--- src/rtl/burst_pkg.sv ---
package burst_pkg;
  // Strobes from control to datapath
  typedef struct packed {
    logic load;  // capture external address, restart beat count
    logic step;  // advance beat count by one
  } burstCmd_t;
endpackage

--- src/rtl/burst_ctrl.sv ---
module burst_ctrl
  import burst_pkg::*;
(
  input  logic      clk,
  input  logic      rst,
  input  logic      procStrobeN,
  input  logic      ctrlStrobeN,
  input  logic      advanceN,
  input  logic      chipEnN,
  output burstCmd_t cmd,
  output logic      selected
);
  logic anyStrobe;

  always_comb begin
    anyStrobe = !procStrobeN || !ctrlStrobeN;
    cmd.load  = anyStrobe;
    cmd.step  = !anyStrobe && selected && !advanceN;
  end

  always_ff @(posedge clk) begin
    if (rst)
      selected <= 1'b0;
    else if (anyStrobe)
      selected <= !chipEnN;
  end

  AST_CE_ON_LOAD: assert property (@(posedge clk) disable iff (rst)
    anyStrobe |=> (selected == !$past(chipEnN)));
  AST_CE_IGNORED: assert property (@(posedge clk) disable iff (rst)
    !anyStrobe |=> $stable(selected));
  AST_NO_STEP_DESEL: assert property (@(posedge clk) disable iff (rst)
    (!anyStrobe && !selected) |=> !selected);
endmodule

--- src/rtl/burst_datapath.sv ---
module burst_datapath
  import burst_pkg::*;
#(
  parameter int ADDR_W = 16,
  parameter int OFFS_W = 2
) (
  input  logic              clk,
  input  logic              rst,
  input  burstCmd_t         cmd,
  input  logic [ADDR_W-1:0] extAddr,
  output logic [ADDR_W-1:0] burstAddr
);
  localparam int HI_W = ADDR_W - OFFS_W;

  logic [ADDR_W-1:0] baseAddr;
  logic [OFFS_W-1:0] beatCnt;

  always_ff @(posedge clk) begin
    if (rst) begin
      baseAddr <= '0;
      beatCnt  <= '0;
    end else if (cmd.load) begin
      baseAddr <= extAddr;
      beatCnt  <= '0;
    end else if (cmd.step) begin
      beatCnt  <= beatCnt + 1'b1;
    end
  end

  // interleaved order: each offset bit toggled by the matching count bit
  for (genvar b = 0; b < OFFS_W; b++) begin : gOffs
    assign burstAddr[b] = baseAddr[b] ^ beatCnt[b];
  end
  assign burstAddr[ADDR_W-1:OFFS_W] = baseAddr[ADDR_W-1:OFFS_W];

  AST_LOAD_ADDR: assert property (@(posedge clk) disable iff (rst)
    cmd.load |=> (burstAddr == $past(extAddr)));
  AST_HIGH_FIXED: assert property (@(posedge clk) disable iff (rst)
    !cmd.load |=> $stable(burstAddr[ADDR_W-1:OFFS_W]));
  AST_HOLD: assert property (@(posedge clk) disable iff (rst)
    (!cmd.load && !cmd.step) |=> $stable(burstAddr));
  AST_STEP_MOVES: assert property (@(posedge clk) disable iff (rst)
    cmd.step |=> (burstAddr[OFFS_W-1:0] != $past(burstAddr[OFFS_W-1:0])));
  if (HI_W < 1) begin : gBadWidth
    initial $error("address narrower than offset");
  end
endmodule

--- src/rtl/burst_addr_gen.sv ---
module burst_addr_gen
  import burst_pkg::*;
#(
  parameter int ADDR_W = 16,
  parameter int OFFS_W = 2
) (
  input  logic              clk,
  input  logic              rst,
  input  logic [ADDR_W-1:0] extAddr,
  input  logic              procStrobeN,
  input  logic              ctrlStrobeN,
  input  logic              advanceN,
  input  logic              chipEnN,
  output logic [ADDR_W-1:0] burstAddr,
  output logic              addrValid
);
  burstCmd_t cmd;

  burst_ctrl uCtrl (
    .clk(clk), .rst(rst),
    .procStrobeN(procStrobeN), .ctrlStrobeN(ctrlStrobeN),
    .advanceN(advanceN), .chipEnN(chipEnN),
    .cmd(cmd), .selected(addrValid)
  );

  burst_datapath #(.ADDR_W(ADDR_W), .OFFS_W(OFFS_W)) uPath (
    .clk(clk), .rst(rst), .cmd(cmd),
    .extAddr(extAddr), .burstAddr(burstAddr)
  );
endmodule

--- config.mk ---
export PLATFORM = sky130hd
export DESIGN_NAME = burst_addr_gen
export DESIGN_NICKNAME = d
export VERILOG_FILES = /design/src/rtl/burst_pkg.sv /design/src/rtl/burst_ctrl.sv /design/src/rtl/burst_datapath.sv /design/src/rtl/burst_addr_gen.sv
export SDC_FILE = /design/constraint.sdc
export NUM_CORES = 1
export LEC_CHECK = 0
export ABC_AREA = 0
export BUFFER_PORTS_ARGS = -buffer_cell sky130_fd_sc_hd__clkbuf_2
export CAP_MARGIN = 20
export CORE_MARGIN = 2
export CORE_UTILIZATION = 45
export CTS_CLUSTER_SIZE = 10
export DETAILED_ROUTE_END_ITERATION = 10
export MAX_ROUTING_LAYER = met4
export PLACE_DENSITY = 0.84
export SYNTH_ARGS = -nofsm -noshare
export SYNTH_HDL_FRONTEND = slang
export SYNTH_SLANG_ARGS = --single-unit
--- constraint.sdc ---
create_clock -name clk -period 1 [get_ports clk]
set_clock_uncertainty 0.05 [all_clocks]
set_input_delay 0.1 -clock clk [delete_from_list [all_inputs] [get_ports clk]]
set_output_delay 0.1 -clock clk [all_outputs]
set_load 0.01 [all_outputs]
==> metrics.md <==
| Metric | Value |
|---|---|
| Run status | `finished, violations left` |
| Failing checks | `setup timing` |
| Hold Crit Start | `advanceN` |
| FF-to-FF path depth | `4` |
| Hold Path Cell Cnt | `4` |
| Cts bufs inserted | `3` |
| Count of input and output buffers | `38` |
| DR top layer | `met3` |
| Mapped Nets | `roughly 120` |
| Sink Count | `19` |
| Clk pin slew, worst setup/hold paths | `~0.10 ns` |
| Initial antenna violation count | `0` |
| Arrival time worst endpoint | `between 0.9 and 1 ns` |
| Die ar. | `roughly 2300 sq um` |
| Cells after Synth | `between 90 and 100` |
| Core Area | `roughly 1800 sq um` |
| Critical path peak fanout | `2` |
| Final WS setup | `-0.08507 ns` |
| R2r setup slk | `roughly 0.040 ns` |
| Worst hold path type | `in2reg` |
| Most frequent cells in the layout | `clkbuf_2, nand2_1, dlygate4sd3_1, dfxtp_1, a21oi_2` |
| Via count | `between 700 and 800` |
| Worst Path Class, Setup | `reg2out` |
| Crit path launch | `uPath.beatCnt[0]$_SDFFE_PP0P_` |
| ANT nets after route | `0` |
| Clk buf depth | `2` |
| Share of layout cells above drive strength 1 | `45.77%` |
| Power density over the cells | `1258 nW/um^2` |
| Critical-path cell list | `xor2_1 -> clkbuf_2` |
| Layout fillers | `approximately 180` |
| Sequential Area | `389.1 sq um` |
| Fin. Hold Viols | `0` |
| Worst skew pair latency | `approximately 0.28 ns` |
| Fmax | `about 0.92 GHz` |
| Row Count | `15` |
| Seq/Total Area, Yosys | `43.99%` |
| GRT Residual Overflow | `0` |
| Leakage | `around 0.00055 uW` |
| Die H | `47.83 um` |
| Die width | `between 40 and 50 um` |
| Gr usage total | `between 10% and 20%` |
| First-pass GRT wire length | `around 2.6 mm` |
| Vias in the first global route | `slightly below 700` |
| Initial Util | `about half` |
| Crit path largest cell delay | `0.35 ns` |
| Final #Nets | `between 150 and 200` |
| Min Tclk post-route | `around 1.1 ns` |
| Worst Hold Path EP | `uPath.beatCnt[0]$_SDFFE_PP0P_` |
| Synth Area per Inst | `8.733 sq um` |
| Via density | `between 4 and 5` |
| Max Cap Viol | `0` |
| Final Cycle Share | `108.5%` |
| Wl on met1 | `roughly 670 um` |
| Library cells used by synthesis | `18` |
| Post-Syn Area | `between 800 and 900 sq um` |
| CTS tree | `built` |
| CP max-delay cell | `dfxtp_2` |
| Synthesis-to-finish area growth | `34.44%` |
| Tot Pwr | `1462 uW` |
| Routed Wire Length | `roughly 1.7 mm` |
| CP required | `0.85 ns` |
| Multi-input gate area | `between 300 and 400 sq um` |
| Commonest non-fill, non-tap cell in the layout | `clkbuf_2` |
| Reg-to-reg endpoint | `uPath.beatCnt[1]$_SDFFE_PP0P_` |
| Ant. Diodes | `0` |
| Pins over their slew limit | `0` |
| Met3 Routed Length | `~95 um` |
| Root buffer cell | `clkbuf_4` |
| Remaining DRCs | `0` |
| Number of I/O pins | `39` |
| Met2 routed WL | `around 950 um` |
| Post-DP Area | `about 940 sq um` |
| Setup TNS | `-0.1472 ns` |
| Final setup violation count | `2` |
| Drt wl/cell | `between 10 and 15 um` |
| Post-route design area | `roughly 1200 sq um` |
| Slew HR | `roughly 60%` |
| 1st-iter DRT viols | `5` |
| H-Tree Level Count | `1` |
| Pin count of the biggest net entering global routing | `20` |
| Crit path capture type | `primary output` |
| Synthesis Warnings | `0` |
| FF+latch count, synth | `19` |
| RSZ-0062 raised after global routing | `yes` |
| Worst Max-Slew Pin Slew | `roughly 0.6 ns` |
| Worst vdd rail ir drop | `between 0.8 and 0.9 mV` |
| DRT Pass-1 Iters | `2` |
| RePlAce Congestion | `between 0.6 and 0.7` |
| Worst R2R Start | `uPath.beatCnt[0]$_SDFFE_PP0P_` |
| Crit start category | `register` |
| Hpwl dp | `1.198 mm` |
==> layer usage <==
layer  vias up  track usage, %
met2        26           32.80
met5         -               -
li1        389               -
met4         0           6.486
met3         0           3.396
met1       349           16.82
==> worst max-delay path by stage <==
stage,slack [ns],endpoint
detailed placement,-0.12,uPath.baseAddr[7]$_SDFFE_PP0P_
CTS,-0.09,burstAddr[1]
global placement,-0.07,uPath.baseAddr[8]$_SDFFE_PP0P_
finish,-0.09,burstAddr[0]
floorplan,0.11,uPath.beatCnt[0]$_SDFFE_PP0P_
global route,-0.15,burstAddr[1]
==> through the flow <==
| step | hold slack, ns | std cells | setup WS (ns) | util [%] |
|---|---|---|---|---|
| after global routing | 0.08313 | 167 | -0.1521 | 65.89 |
| after CTS | 0.07363 | 167 | -0.09322 | 65.67 |
| after detailed placement | 0.2417 | 144 | -0.1225 | 53.40 |
| after global placement | 0.2336 | 144 | -0.06972 | 53.40 |
| after floorplan | 0.1456 | 99 | 0.1096 | - |
| final | 0.08145 | 167 | -0.08507 | 65.89 |
==> cells by family (layout without fill, tap and decap cells) <==
kind of cell / Yosys count / in the layout / share of synthesized area, %
AOI/OAI and AO/OA: 17 / 17 / 14.47
buffers and inverters: 20 / 63 / 18.38
DFF: 19 / 19 / 43.99
and+or+nand+nor: 39 / 39 / 19.10
xor gates and xnor gates: 4 / 4 / 4.053
==> cell type report <==
class / count / share of cell area [%]
Timing Repair Buffer: 59 / 33.58
Clock buffer: 4 / 2.261
Multi-Input combinational cell: 60 / 27.99
Sequential cell: 19 / 33.48
Tap cell: 25 / 2.691
==> power breakdown <==
| part | internal, uW | leakage, uW | switching (uW) |
|---|---|---|---|
| logic | 143 | 0.000374 | 127 |
| registers | 803 | 0.000160 | 24.8 |
| clock network | 155 | 0.0000150 | 210 |
| total | 1100 | 0.000549 | 362 |
==> repair_timing <==
action                     CTS  global route
hold buffers                17             0
setup buffers                2             0
setup endpoints to repair    2             6
pin swaps                    1             1
hold endpoints to repair    17             0
resized for setup            4             4
==> critical path, delay by kind of cell (launching register included) <==
| kind | cells | cell delay [ns] |
|---|---|---|
| xor gates and xnor gates | 1 | 0.14 |
| DFF | 1 | 0.35 |
| buffers and inverters | 1 | 0.16 |
==> cell usage after synthesis, drive strengths merged <==
cell	n	area (sq um)
nand2	33	131.4
buf	19	153.9
dfxtp	19	380.4
a21oi	16	117.6
xor2	3	26.28
nor3	2	10.01
a211oi	1	7.510
and2	1	6.260
clkbuf	1	5.000
nand3b	1	7.510
nor2	1	3.750
nor2b	1	6.260
xnor2	1	8.760
==> flip-flops by register name (all words and copies together) (netlist names) <==
name and count:
uPath.baseAddr 16, uCtrl.selected 1, uPath.beatCnt 2
Note: power is estimated with default switching activity, not from simulation.
